--- src/rtl/irqhub_pkg.sv ---
package irqhub_pkg;

    localparam int BYTE_W     = 8;
    localparam int EVT_PER_CH = 3;
    localparam int CH_PER_BLK = 2;
    localparam int BLK_EVT    = 2;
    localparam int ODD_SHIFT  = 4;
    localparam int BLK_PER_LINE = 2;

    localparam logic [4:0] STS_MSK_OFS = 5'h0B;
    localparam logic [7:0] VEC_ID_ADDR = 8'h01;

    typedef enum int unsigned {
        EV_TXRDY = 0,
        EV_RXRDY = 1,
        EV_BREAK = 2
    } ch_evt_e;

    typedef struct packed {
        logic sts_rd;
        logic msk_wr;
    } io_acc_t;

    function automatic int unsigned ch_bit_pos(input int unsigned ch_in_blk,
                                               input int unsigned kind);
        return kind + ch_in_blk * ODD_SHIFT;
    endfunction

    function automatic int unsigned blk_bit_pos(input int unsigned idx);
        return (idx == 0) ? 3 : 7;
    endfunction

    function automatic logic [4:0] reg_offset(input logic [4:0] low_bits);
        return low_bits ^ 5'h01;
    endfunction

endpackage

--- src/rtl/irqhub_decode.sv ---
module irqhub_decode
    import irqhub_pkg::*;
#(
    parameter int AW   = 8,
    parameter int NBLK = 4,
    localparam int BW  = $clog2(NBLK),
    localparam int CW  = BW + 1
) (
    input  logic          io_wr,
    input  logic          io_rd,
    input  logic [AW-1:0] io_addr,
    output logic [BW-1:0] blk_sel,
    output io_acc_t       acc
);
    logic [CW-1:0] chan;
    logic [4:0]    ofs;
    logic          ch_parity_unused;

    assign chan             = io_addr[AW-1 -: CW];
    assign blk_sel          = chan[CW-1:1];
    assign ch_parity_unused = chan[0];
    assign ofs              = reg_offset(io_addr[4:0]);

    always_comb begin
        acc.sts_rd = io_rd && (ofs == STS_MSK_OFS);
        acc.msk_wr = io_wr && (ofs == STS_MSK_OFS);
    end
endmodule

--- src/rtl/irqhub_bank.sv ---
module irqhub_bank
    import irqhub_pkg::*;
#(
    localparam int NEV = CH_PER_BLK * EVT_PER_CH
) (
    input  logic              clk,
    input  logic              rst,
    input  logic [NEV-1:0]    ev_set,
    input  logic [NEV-1:0]    ev_clr,
    input  logic [BLK_EVT-1:0] bk_set,
    input  logic [BLK_EVT-1:0] bk_clr,
    input  logic              msk_we,
    input  logic [BYTE_W-1:0] msk_wdata,
    output logic [BYTE_W-1:0] sts_q,
    output logic [BYTE_W-1:0] msk_q
);
    logic [BYTE_W-1:0] set_v;
    logic [BYTE_W-1:0] clr_v;

    always_comb begin
        set_v = '0;
        clr_v = '0;
        for (int c = 0; c < CH_PER_BLK; c++) begin
            for (int k = 0; k < EVT_PER_CH; k++) begin
                set_v[ch_bit_pos(c, k)] = ev_set[c*EVT_PER_CH + k];
                clr_v[ch_bit_pos(c, k)] = ev_clr[c*EVT_PER_CH + k];
            end
        end
        for (int e = 0; e < BLK_EVT; e++) begin
            set_v[blk_bit_pos(e)] = bk_set[e];
            clr_v[blk_bit_pos(e)] = bk_clr[e];
        end
    end

    always_ff @(posedge clk) begin
        if (rst) begin
            sts_q <= '0;
            msk_q <= '0;
        end else begin
            sts_q <= (sts_q & ~clr_v) | set_v;
            if (msk_we) begin
                msk_q <= msk_wdata;
            end
        end
    end
endmodule

--- src/rtl/irqhub_lines.sv ---
module irqhub_lines
    import irqhub_pkg::*;
#(
    parameter int NBLK   = 4,
    localparam int NLINE = NBLK / BLK_PER_LINE,
    localparam int SPAN  = BLK_PER_LINE * BYTE_W
) (
    input  logic                   clk,
    input  logic                   rst,
    input  logic [NBLK*BYTE_W-1:0] sts_flat,
    input  logic [NBLK*BYTE_W-1:0] msk_flat,
    output logic [NLINE-1:0]       irq_q
);
    for (genvar k = 0; k < NLINE; k++) begin : g_line
        logic hit;
        assign hit = |(sts_flat[k*SPAN +: SPAN] & msk_flat[k*SPAN +: SPAN]);

        always_ff @(posedge clk) begin
            if (rst) begin
                irq_q[k] <= 1'b0;
            end else begin
                irq_q[k] <= hit;
            end
        end
    end
endmodule

--- src/rtl/irqhub_vector.sv ---
module irqhub_vector
    import irqhub_pkg::*;
#(
    parameter int NLINE = 2
) (
    input  logic              clk,
    input  logic              rst,
    input  logic              id_wr,
    input  logic [7:0]        id_addr,
    input  logic [BYTE_W-1:0] id_wdata,
    input  logic              ack_rd,
    input  logic [7:0]        ack_addr,
    output logic [BYTE_W-1:0] vec_q,
    output logic [BYTE_W-1:0] ack_data
);
    logic ack_hit;

    always_ff @(posedge clk) begin
        if (rst) begin
            vec_q <= '0;
        end else if (id_wr && (id_addr == VEC_ID_ADDR)) begin
            vec_q <= id_wdata;
        end
    end

    assign ack_hit  = ack_rd && !ack_addr[0] && (int'(ack_addr[7:1]) < NLINE);
    assign ack_data = ack_hit ? vec_q : '0;
endmodule

--- src/rtl/pair_irq_hub.sv ---
module pair_irq_hub
    import irqhub_pkg::*;
#(
    parameter int NBLK   = 4,
    parameter int AW     = 8,
    localparam int NCH   = NBLK * CH_PER_BLK,
    localparam int NLINE = NBLK / BLK_PER_LINE,
    localparam int BW    = $clog2(NBLK),
    localparam int NEV   = CH_PER_BLK * EVT_PER_CH
) (
    input  logic                   clk,
    input  logic                   rst,
    input  logic                   io_wr,
    input  logic                   io_rd,
    input  logic [AW-1:0]          io_addr,
    input  logic [BYTE_W-1:0]      io_wdata,
    output logic [BYTE_W-1:0]      io_rdata,
    input  logic                   id_wr,
    input  logic [7:0]             id_addr,
    input  logic [BYTE_W-1:0]      id_wdata,
    input  logic                   ack_rd,
    input  logic [7:0]             ack_addr,
    output logic [BYTE_W-1:0]      ack_data,
    input  logic [NCH*EVT_PER_CH-1:0] ch_set,
    input  logic [NCH*EVT_PER_CH-1:0] ch_clr,
    input  logic [NBLK*BLK_EVT-1:0] blk_set,
    input  logic [NBLK*BLK_EVT-1:0] blk_clr,
    output logic [NLINE-1:0]       irq_line
);
    logic [BW-1:0]          blk_sel;
    io_acc_t                acc;
    logic [BYTE_W-1:0]      sts_arr [NBLK];
    logic [BYTE_W-1:0]      msk_arr [NBLK];
    logic [NBLK*BYTE_W-1:0] sts_flat;
    logic [NBLK*BYTE_W-1:0] msk_flat;
    logic [BYTE_W-1:0]      vec_q;

    irqhub_decode #(.AW(AW), .NBLK(NBLK)) u_decode (
        .io_wr   (io_wr),
        .io_rd   (io_rd),
        .io_addr (io_addr),
        .blk_sel (blk_sel),
        .acc     (acc)
    );

    for (genvar b = 0; b < NBLK; b++) begin : g_blk
        irqhub_bank u_bank (
            .clk       (clk),
            .rst       (rst),
            .ev_set    (ch_set[b*NEV +: NEV]),
            .ev_clr    (ch_clr[b*NEV +: NEV]),
            .bk_set    (blk_set[b*BLK_EVT +: BLK_EVT]),
            .bk_clr    (blk_clr[b*BLK_EVT +: BLK_EVT]),
            .msk_we    (acc.msk_wr && (blk_sel == BW'(b))),
            .msk_wdata (io_wdata),
            .sts_q     (sts_arr[b]),
            .msk_q     (msk_arr[b])
        );
        assign sts_flat[b*BYTE_W +: BYTE_W] = sts_arr[b];
        assign msk_flat[b*BYTE_W +: BYTE_W] = msk_arr[b];
    end

    assign io_rdata = acc.sts_rd ? sts_arr[blk_sel] : '0;

    irqhub_lines #(.NBLK(NBLK)) u_lines (
        .clk      (clk),
        .rst      (rst),
        .sts_flat (sts_flat),
        .msk_flat (msk_flat),
        .irq_q    (irq_line)
    );

    irqhub_vector #(.NLINE(NLINE)) u_vector (
        .clk      (clk),
        .rst      (rst),
        .id_wr    (id_wr),
        .id_addr  (id_addr),
        .id_wdata (id_wdata),
        .ack_rd   (ack_rd),
        .ack_addr (ack_addr),
        .vec_q    (vec_q),
        .ack_data (ack_data)
    );
endmodule

--- config.mk ---
export PLATFORM = sky130hd
export DESIGN_NAME = pair_irq_hub
export DESIGN_NICKNAME = d
export VERILOG_FILES = /design/src/rtl/irqhub_pkg.sv /design/src/rtl/irqhub_decode.sv /design/src/rtl/irqhub_bank.sv /design/src/rtl/irqhub_lines.sv /design/src/rtl/irqhub_vector.sv /design/src/rtl/pair_irq_hub.sv
export SDC_FILE = /design/constraint.sdc
export NUM_CORES = 1
export LEC_CHECK = 0
export ABC_AREA = 1
export BUFFER_PORTS_ARGS = -buffer_cell sky130_fd_sc_hd__buf_2
export CORE_MARGIN = 5
export CORE_UTILIZATION = 52
export CTS_BUF_LIST = sky130_fd_sc_hd__clkbuf_8
export CTS_CLUSTER_DIAMETER = 30
export DETAILED_ROUTE_END_ITERATION = 10
export HOLD_SLACK_MARGIN = 0.08
export PLACE_DENSITY = 0.79
export RECOVER_POWER = 50
export SYNTH_ARGS = -nofsm -noshare
export SYNTH_HDL_FRONTEND = slang
export SYNTH_SLANG_ARGS = --single-unit
--- constraint.sdc ---
create_clock -name clk -period 1.2 [get_ports clk]
set_input_delay 0.18 -clock clk [delete_from_list [all_inputs] [get_ports clk]]
set_output_delay 0.18 -clock clk [all_outputs]
set_load 0.01 [all_outputs]
## After elaboration in Yosys (flattened, before gate mapping)

Cells that the tools add are included.

- Flip-flop bits (word level): 74
- Input bits: 110
- Output and inout bits: 18

- Order comparisons: 2
- Equality and inequality tests: 5
- Multiplexer cells: 5
- Bitwise gates (word level): 16
- Reduce and logical (&&, ||, !) cells: 13

Operator list:

| kind | number |
|---|---|
| $and A16 B16 Y16 | 2 |
| $and A8 B8 Y8 | 4 |
| $mux W8 | 4 |
| $not A8 Y8 | 4 |
| $or A8 B8 Y8 | 4 |
| $reduce_or A16 Y1 | 2 |
| $bmux W8 S2 | 1 |
| $logic_and A1 B1 Y1 | 9 |
| $eq A8 B1 Y1 const B | 1 |
| $lt A7 B2 Y1 const B | 1 |
| $eq A5 B4 Y1 const B | 1 |
| $eq A2 B2 Y1 const B | 2 |
| $ge A3 B3 Y1 const B | 1 |
| $not A2 Y3 | 1 |
| $eq A2 B1 Y1 const B | 1 |
| $logic_not A2 Y1 | 1 |
| $logic_not A1 Y1 | 1 |
| $not A1 Y1 | 1 |

## Logic depth before layout (Yosys ltp)

Gate-level depths: netlist (run 1).

- Depth in word-level cells: 5
- Gate-level depth with buffers: 7
- Mapped depth without buffers: 7

## Hierarchy

A second synthesis (run 1) with hierarchy kept.

- Cell total of the unflattened synthesis: 537
- Area, all modules: 3,474.6 um^2

Modules (own cells, without submodules):

| module | times used | cells an instance | area each (um^2) | seq. area each (um^2) |
|---|---|---|---|---|
| irqhub_bank | 4 | 75 | 570.5 | 320.3 |
| irqhub_vector | 1 | 84 | 486.7 | 160.2 |
| pair_irq_hub | 1 | 77 | 369.1 | 0.0 |
| irqhub_lines | 1 | 66 | 280.3 | 40.0 |
| irqhub_decode | 1 | 10 | 56.3 | 0.0 |

## Least setup slack after synthesis (run 1)

OpenSTA, ideal clock, no wires.

- Path kind: input-to-output
- Start: input io_addr[2]
- End: output io_rdata[1]
- Data arrival time: 0.872 ns
- Required time: 1.020 ns
- Setup slack: 0.148 ns
- Stages on the path: 5
- Buffers on the path: 0
- Path through: inv_1 -> nand3_1 -> nor2_2 -> nand2_1 -> a31oi_1

- Longest elaborated chain between the ends: 3

RTL lines:

| element | line | text |
|---|---|---|
| start: declaration | pair_irq_hub.sv:15 | `input logic [AW-1:0] io_addr,` |
| $eq A5 B4 Y1 | irqhub_decode.sv:25 | `acc.sts_rd = io_rd && (ofs == STS_MSK_OFS);` |
| $logic_and A1 B1 Y1 | irqhub_decode.sv:25 |  |
| $mux W8 | pair_irq_hub.sv:63 | `assign io_rdata = acc.sts_rd ? sts_arr[blk_sel] : '0;` |
| end: declaration | pair_irq_hub.sv:17 | `output logic [BYTE_W-1:0] io_rdata,` |

No other way between the ends.

## Final worst setup path (run 1)

- Start: register g_blk[3].u_bank.sts_q[7]
- End: output io_rdata[7]

- Longest elaborated chain between the ends: 4

RTL lines:

| element | line | text |
|---|---|---|
| start: declaration | irqhub_bank.sv:14 | `output logic [BYTE_W-1:0] sts_q,` |
| start signal: assignment | irqhub_bank.sv:40 | `sts_q <= (sts_q & ~clr_v) \| set_v;` |
| $bmux W8 S2 | pair_irq_hub.sv:63 |  |
| $mux W8 (not written as such) (2 in a row) | pair_irq_hub.sv:63 |  |
| $mux W8 | pair_irq_hub.sv:63 |  |

No other way between the ends. The select of a mux whose other input is x is not followed.

==> results.toml, run 1 <==
[sta]
period_share = 1.17
clock.fmax_mhz = 712
setup-violations-final = 8
setup_tns_ns = -1.43
min_period_ns = 1.41
whs_ns = 0.0896
setup_slack_ns = -0.205
worst_pin_slew_ns = 0.457
drv_slew = 0
final-hold-violation-count = 0
skew_ns = 0.0106
relSlewSlack = 0.694
rsz0062_at_grt = "true"

[synthesis]
synth_cell_types = 28
synth-async-reset-ratio = 0
synth.most_common_cell = "nand2_1"
yosys_warnings = 0
synth.area.top_cells = "dfxtp_1 (40%), nand2_1 (14%), inv_1 (13%), nor2_1 (12%), nand4_1 (6.7%)"
synth_edf_count = 0
netlist_area_um2 = 3740
ys_seq_area_frac = 0.396
ys_ff_latch = 74
yosysTopAreaCell = "dfxtp_1"
synth_nets = 702
synth_top_area_frac = 0.396
avgSynthCellArea_um2 = 6.32
synthFlopType = "dfxtp_1"
postSynthCellCount = 592
synth_common_cells = "nand2_1 (140), inv_1 (129), nor2_1 (123)"

[drt]
dr.pass1.iters = 4
via_per_inst = 4.75
remaining_drc_errors = 0
vias = 4226
drt_iter0_drc = 160
wl_per_cell_um = 13.6
routed_wl_um = 12100
ant_nets = 0

[power]
power_frac_clock = 0.380
power_per_cell_area_nw_per_um2 = 1020
ir_drop_mv = 0.836
power.share.sequential = 0.470
p_int_mw = 4.13
power_frac_comb = 0.149
p_sw_frac = 0.255
p_leak_nw = 2.81
p_sw_mw = 1.42

[floorplanning]
die_area_um2 = 9000
die_y_um = 94.9
die_w_um = 94.9
ios = 128
rows = 31
start_util = 0.525
core_um2 = 7140

[setup_path]
worst-setup-path-type = "reg -> out"
path_max_fanout = 2
cp_data_required_time_ns = 1.02
regToRegStartpoint = "g_blk[1].u_bank.sts_q[5]"
r2r_cells = 8
reg2reg_to = "u_lines.irq_q[0]"
cp-end-kind = "output port"
cp-start-kind = "flop"
reg2reg_slack_ns = 0.04
worstPathArrival_ns = 1.23

[clocking]
cts_num_sinks = 74
cts_tree = "done"
numCtsBuffers = 9
worstSkewPairLatency_ns = 0.35
htree_levels = 3
clockBufferDepth = 2
cts-root-buf = "clkbuf_8"
clkTransAtPathRegs_ns = 0.08

[run]
maxCapViolations = 0

[place]
dp_hpwl_um = 8600
place_congestion = 0.906
portBuffers = 125
postPlaceCellArea_um2 = 4660
place_inst = 822

[grt]
grt_pass1_vias = 4157
grt_max_degree = 33
grt_pass1_wl_um = 18800
antenna_found_initial = 0
grt.overflow.total = 0
track_usage = 0.273

[worst_hold_path]
hold_path.class = "in -> reg"
hold_depth = 4
hold-path-endpoint = "g_blk[3].u_bank.sts_q[0]"
hold_path_startpoint = "ch_clr[18]"

[cells_and_area]
fin_cells = 889
drive_gt1_frac = 0.297
syn_to_final_growth_pct = 45.8
finalNetCount = 894
finish.instance_area_um2 = 5460

[run_status]
status = "finished with violations"
violations = "negative setup slack"
[power groups by stage]
stage | registers [mW] | clock network (mW) | logic (mW)
after floorplan | 2.62 | 0 | 0.310
after CTS | 2.60 | 2.15 | 0.788
final | 2.61 | 2.11 | 0.827
after global placement | 2.66 | 0 | 0.627
after global routing | 2.61 | 2.26 | 0.904
after detailed placement | 2.66 | 0 | 0.639
[worst max path at each step]
stage | startpoint | endpoint | slack, ns | depth (start not counted)
final | g_blk[3].u_bank.sts_q[7] | io_rdata[7] | -0.21 | 4
after global routing | g_blk[3].u_bank.sts_q[6] | io_rdata[6] | -0.25 | 4
after CTS | g_blk[1].u_bank.sts_q[1] | io_rdata[1] | -0.25 | 4
after detailed placement | io_addr[6] | io_rdata[6] | -0.14 | 6
after global placement | io_addr[7] | io_rdata[6] | -0.15 | 7
after floorplan | io_addr[2] | io_rdata[1] | 0.15 | 5
[worst max-delay path, stage by stage (launching register included)]
cell,delay (ns)
dfxtp_4,0.38
nand2_2,0.04
and2_1,0.15
a31oi_1,0.14
buf_2,0.16
[flip-flops by register name, indices dropped and copies added, names as in the netlist]
register / flops
g_blk.u_bank.msk_q: 32
g_blk.u_bank.sts_q: 32
u_lines.irq_q: 2
u_vector.vec_q: 8
[cell type report]
class / count / area, um^2
inverters: 133 / 505
repair buffers: 200 / 1370
clock buffers: 9 / 124
fillers: 568 / 1680
flip-flops and latches: 74 / 1510
diodes: 1 / 2.50
well taps: 99 / 124
multi-input cells: 366 / 1730
clock inverters: 7 / 93.8
[metal layers]
layer	vias up	GRT usage	routed length (um)
met5	-	0	0
met1	1877	0.310	4780
met4	0	0.144	405
met3	30	0.0462	846
li1	2173	-	-
met2	146	0.484	6030
[cell families after synthesis]
family,count (synthesis),share of synthesized area
buffers and inverters,152,0.159
flip-flops,74,0.396
AND/OR/NAND/NOR,320,0.378
AO/OA/AOI/OAI,46,0.0672
[stage by stage]
stage          worst slack (ns)  power, mW   util
6_report                 -0.205       5.54  0.765
5_1_grt                  -0.251       5.78  0.765
4_1_cts                  -0.254       5.54  0.756
3_5_place_dp             -0.144       3.30  0.653
3_3_place_gp             -0.151       3.28  0.653
2_1_floorplan             0.148       2.93      -
[what timing repair did]
item	4_1_cts	5_1_grt
hold buffers	33	0
endpoints found under the setup margin	16	16
setup buffers	16	1
pin swaps	16	11
endpoints found under the hold margin	32	0
resized for setup	37	20
[cells in the final DEF (no fill, tap or decap), types with 2 or more instances in the layout]
master / instances
nand2_2: 7
o21a_1: 4
buf_2: 120
nand2_1: 135
inv_1: 124
and2_4: 2
nor2_2: 4
nor2_4: 3
a22oi_1: 2
a31oi_2: 2
nor2_1: 120
nand4_4: 3
buf_4: 35
a21oi_1: 25
clkinvlp_4: 2
dfxtp_2: 17
buf_6: 4
bufinv_16: 2
clkinv_2: 3
dlygate4sd3_1: 33
inv_2: 6
inv_4: 2
clkbuf_8: 9
nand4_1: 40
clkbuf_1: 2
a31oi_1: 3
dfxtp_1: 55
buf_12: 6
o21ai_0: 8
dfxtp_4: 2
(Power assumes the default switching activity.)
==> run 2: changes to the inputs <==
MAX_ROUTING_LAYER = met4   (was default)
==> run 2 against run 1 <==
Setup slack worse by 0.028 ns. Routed wire length decreased by 0.22%. Critical endpoint is now io_rdata[5]. Sequential share of layout area is 0.33 points higher. Cell area is 1.9% lower. Die area is the same. Clock skew is 0.0011 ns lower. Count of clock-buffer cells in the layout stayed put. Non-clock buffer count fell by 6. Cell count shrank 0.79%. Largest power group unchanged. The run still ends with negative setup slack left.
==> results.toml, run 2 (same netlist as run 1, synthesis figures left out) <==
[cells_and_area]
fin_cells = 882
finish.instance_area_um2 = 5350
final_common_cell = "nand2_1"
final_util = 0.750
antenna_cells = 0
fillers = 616
seq_area_um2 = 1500
syn_to_final_growth_pct = 43.0
top_regs = "g_blk.u_bank.msk_q x32, g_blk.u_bank.sts_q x32, u_vector.vec_q x8"
layout_common_cells = "nand2_1 (136), inv_1 (125), nor2_1 (121), buf_2 (121), dfxtp_1 (60)"
drive_gt1_frac = 0.285
finalNetCount = 888
multi_input_area_um2 = 1730

[sta]
setup_slack_ns = -0.234
rsz0062_at_grt = "true"
final-hold-violation-count = 0
setup_tns_ns = -1.41
skew_ns = 0.00944
min_period_ns = 1.43
worst_pin_slew_ns = 0.344
drv_slew = 0
relSlewSlack = 0.770
setup-violations-final = 8
period_share = 1.19
clock.fmax_mhz = 698

[setup_path]
reg2reg_to = "u_lines.irq_q[1]"
crit_buf_inv = 2
cp-end-kind = "output port"
slowest_delay_ns = 0.33
r2r_cells = 8
path_delay_family = "compound AO/OA/AOI/OAI gates"
path_cells = "inv_2 > o21a_1 > a31oi_2 > buf_2"
worstPathArrival_ns = 1.25
path_max_fanout = 3
regToRegStartpoint = "g_blk[3].u_bank.sts_q[2]"
cp-start-kind = "flop"
cp_data_required_time_ns = 1.02
worst-setup-path-type = "reg -> out"
reg2reg_slack_ns = 0.07
crit_slowest_cell = "dfxtp_2"

[floorplanning]
die_y_um = 94.9
rows = 31
start_util = 0.525
ios = 128
die_w_um = 94.9
core_um2 = 7140
die_area_um2 = 9000

[clocking]
cts_num_sinks = 74
clockBufferDepth = 2
clkTransAtPathRegs_ns = 0.08
cts-root-buf = "clkbuf_8"
htree_levels = 3
numCtsBuffers = 9
worstSkewPairLatency_ns = 0.34
cts_tree = "done"

[place]
dp_hpwl_um = 8550
postPlaceCellArea_um2 = 4660
place_congestion = 0.918
portBuffers = 125
place_inst = 823

[grt]
track_usage = 0.282
grt.busiest_layer = "met2"
grt_max_degree = 41
grt_pass1_vias = 4096
antenna_found_initial = 0
grt.overflow.total = 0
grt_util_met2 = 0.486
met1_usage = 0.328
globalRouteMet3Util = 0.0422
grt_pass1_wl_um = 18800

[run_status]
status = "finished with violations"
violations = "negative setup slack"

[drt]
via_per_inst = 4.73
dr.pass1.iters = 4
ant_nets = 0
routed_wl_um = 12000
remaining_drc_errors = 0
drt_iter0_drc = 184
wl_per_cell_um = 13.7
vias = 4170

[worst_hold_path]
hold_path_startpoint = "blk_clr[4]"
hold-path-endpoint = "g_blk[2].u_bank.sts_q[3]"
hold_path.class = "in -> reg"
hold_depth = 4

[power]
p_leak_nw = 2.77
ir_drop_mv = 0.749
power_per_cell_area_nw_per_um2 = 992

[run]
maxCapViolations = 0
-- run 2: cell types whose count changed in the layout (fill, tap and decap cells not counted), moves of 2 or more --
cell | before | now
dfxtp_1 | 55 | 60
buf_4 | 35 | 31
dfxtp_2 | 17 | 14
dfxtp_4 | 2 | 0
-- run 2: per-layer routing --
layer  vias to the layer above  routed length, um
li1                       2159                  -
met1                      1853               4940
met2                       128               6060
met3                        30                707
met4                         0                332
met5                         -                  0
-- run 2: per-stage QoR --
step / setup slack [ns] / hold WS (ns) / power (mW)
2_1_floorplan: 0.148 / 0.297 / 2.93
3_3_place_gp: -0.122 / 0.382 / 3.28
3_5_place_dp: -0.142 / 0.392 / 3.30
4_1_cts: -0.279 / 0.0827 / 5.30
5_1_grt: -0.264 / 0.0909 / 5.55
6_report: -0.234 / 0.0948 / 5.31
-- run 2: cell type report --
type	count	share of cell area
repair buffers	194	0.243
clock buffers	9	0.0231
well taps	99	0.0231
flip-flops and latches	74	0.280
clock inverters	7	0.0131
inverters	133	0.0939
multi-input cells	366	0.324
-- run 2: worst max-delay path by stage --
stage | from | to | slack, ns | cells after the start
4_1_cts | g_blk[1].u_bank.sts_q[5] | io_rdata[5] | -0.28 | 4
3_3_place_gp | io_addr[2] | io_rdata[4] | -0.12 | 8
6_report | g_blk[1].u_bank.sts_q[5] | io_rdata[5] | -0.23 | 4
5_1_grt | g_blk[1].u_bank.sts_q[5] | io_rdata[5] | -0.26 | 4
3_5_place_dp | io_addr[2] | io_rdata[7] | -0.14 | 8
2_1_floorplan | io_addr[2] | io_rdata[1] | 0.15 | 5
-- run 2: where the power goes --
group	switching, mW	internal, mW
combinational	0.403	0.406
sequential	0.0626	2.54
clock	0.948	0.956
total	1.41	3.90
-- run 2: worst reg2reg max path: cells and delay by family, from the launching register on --
family                 cells  cell delay (ns)
buffers and inverters      2             0.25
DFF                        1             0.33
and+or+nand+nor            6             0.44
-- run 2: what timing repair did --
item / in CTS / in global routing
pin swaps: 13 / 9
endpoints found under the setup margin: 16 / 16
setup buffers: 10 / 1
hold endpoints to repair: 32 / 0
gates resized for setup: 33 / 12
hold buffers: 32 / 0
==> run 3: changes to the inputs <==
==> constraint.sdc (replaced) <==
create_clock -name clk -period 1.2 [get_ports clk]
set_input_delay 0.3 -clock clk [delete_from_list [all_inputs] [get_ports clk]]
set_output_delay 0.3 -clock clk [all_outputs]
set_load 0.01 [all_outputs]
==> run 3 against run 2 <==
The flow still finishes with violations (negative setup slack). Die area stayed put. Count of clock-buffer cells in the layout up 3. Utilization is 0.46 points higher. Setup slack worse by 0.093 ns. Register-to-register slack better by 0.03 ns. Non-clock buffer count fell by 25. Sequential share of layout area is 0.10 points lower. Combinational power shrank 3.1%. Global-route usage fell by 1.9 points. Power down 1.9%. Clock skew down 0.0038 ns. Highest routed layer unchanged.
==> results.toml, run 3 (same netlist as run 1, synthesis figures left out) <==
[setup_path]
worst-setup-path-type = "reg -> out"
reg2reg_slack_ns = 0.10
cp_data_required_time_ns = 0.90
regToRegStartpoint = "g_blk[2].u_bank.sts_q[6]"
r2r_cells = 8
path_max_fanout = 2
path_cells = "inv_2 > o21a_1 > a31oi_4 > buf_2"
cp-end-kind = "output port"
reg2reg_to = "u_lines.irq_q[1]"
cp-start-kind = "flop"
slowest_delay_ns = 0.33
worstPathArrival_ns = 1.23
crit_slowest_cell = "dfxtp_2"

[clocking]
cts-root-buf = "clkbuf_8"
htree_levels = 3
cts_num_sinks = 74
cts_tree = "done"
clockBufferDepth = 2
cts_hold_buffers = 0
numCtsBuffers = 9
clkTransAtPathRegs_ns = 0.08
worstSkewPairLatency_ns = 0.35

[grt]
grt.overflow.total = 0
grt_pass1_vias = 4010
grt_pass1_wl_um = 17900
grt_max_degree = 41
antenna_found_initial = 0
track_usage = 0.263

[worst_hold_path]
hold_path.class = "in -> reg"
hold_path_startpoint = "blk_set[2]"
hold-path-endpoint = "g_blk[1].u_bank.sts_q[3]"
hold_depth = 3

[floorplanning]
start_util = 0.525
die_w_um = 94.9
die_area_um2 = 9000
core_um2 = 7140
die_y_um = 94.9
rows = 31
ios = 128

[run_status]
status = "finished with violations"
violations = "negative setup slack"

[sta]
clock.fmax_mhz = 655
relSlewSlack = 0.802
final-hold-violation-count = 0
worst_pin_slew_ns = 0.297
skew_ns = 0.00565
setup_slack_ns = -0.326
setup-violations-final = 16
rsz0062_at_grt = "true"
whs_ns = 0.145
min_period_ns = 1.53
drv_slew = 0
period_share = 1.27
setup_tns_ns = -4.30

[cells_and_area]
drive_gt1_frac = 0.337
final_util = 0.755
layout_common_cells = "nand2_1 (137), inv_1 (121), nor2_1 (112)"
fin_cells = 858
antenna_cells = 0
syn_to_final_growth_pct = 43.9
finalNetCount = 864
fillers = 569
finish.instance_area_um2 = 5390
top_regs = "g_blk.u_bank.msk_q x32, g_blk.u_bank.sts_q x32, u_vector.vec_q x8"
final_common_cell = "nand2_1"

[drt]
remaining_drc_errors = 0
wl_per_cell_um = 13.2
dr.pass1.iters = 5
routed_wl_um = 11300
ant_nets = 0
drt_iter0_drc = 241
via_per_inst = 4.86
vias = 4169

[place]
postPlaceCellArea_um2 = 4920
place_congestion = 0.906
portBuffers = 125
place_inst = 835
dp_hpwl_um = 8430

[power]
power.share.sequential = 0.499
p_leak_nw = 2.71
power_frac_clock = 0.351
power_per_cell_area_nw_per_um2 = 968
p_int_mw = 3.83
p_sw_frac = 0.266
power_frac_comb = 0.150
p_sw_mw = 1.39
ir_drop_mv = 0.580

[run]
maxCapViolations = 0
## run 3: metal layers
layer  vias up  wire [um]  track usage
met5         -          0            -
met4         0        268        0.105
met3        23        953       0.0502
met2       180       5710        0.441
met1      1853       4410        0.309
li1       2113          -            -
## run 3: worst max-delay path, delay by kind of cell (launching register included)
kind,cells,cell delay [ns]
AOI/OAI and AO/OA,2,0.34
DFF,1,0.33
buffers and inverters,2,0.20
## run 3: power by group through the flow
stage / registers [mW] / logic [mW] / clock network (mW)
5_1_grt: 2.61 / 0.862 / 1.98
2_1_floorplan: 2.62 / 0.335 / 0
3_5_place_dp: 2.65 / 0.706 / 0
4_1_cts: 2.60 / 0.738 / 1.84
6_report: 2.60 / 0.784 / 1.83
3_3_place_gp: 2.65 / 0.684 / 0
## run 3: layout make-up
class | count | area [um^2] | share of cell area
Clock buffer | 12 | 165 | 0.0307
Multi-Input combinational cell | 367 | 1920 | 0.357
Sequential cell | 74 | 1500 | 0.279
Timing Repair Buffer | 169 | 1130 | 0.211
Clock inverter | 4 | 25.0 | 0.00465
Tap cell | 99 | 124 | 0.0230
Inverter | 133 | 512 | 0.0950
## run 3: worst max path at each step
| stage | from | end | cells past startpoint |
|---|---|---|---|
| after floorplan | ack_addr[6] | ack_data[0] | 3 |
| after global placement | io_addr[2] | io_rdata[1] | 7 |
| after detailed placement | io_addr[7] | io_rdata[0] | 9 |
| after CTS | g_blk[1].u_bank.sts_q[1] | io_rdata[1] | 4 |
| after global routing | g_blk[2].u_bank.sts_q[6] | io_rdata[6] | 4 |
| final | g_blk[1].u_bank.sts_q[1] | io_rdata[1] | 4 |
## run 3: stage by stage
stage	total power, mW	worst slack, ns
6_report	5.21	-0.326
5_1_grt	5.45	-0.359
4_1_cts	5.18	-0.367
3_5_place_dp	3.35	-0.349
3_3_place_gp	3.33	-0.315
2_1_floorplan	2.96	-0.0456
## run 3: timing repair
item	CTS	global route
setup buffers	3	4
resized for setup	46	24
cloned	0	1
setup endpoints to repair	16	23
pin swaps	22	12
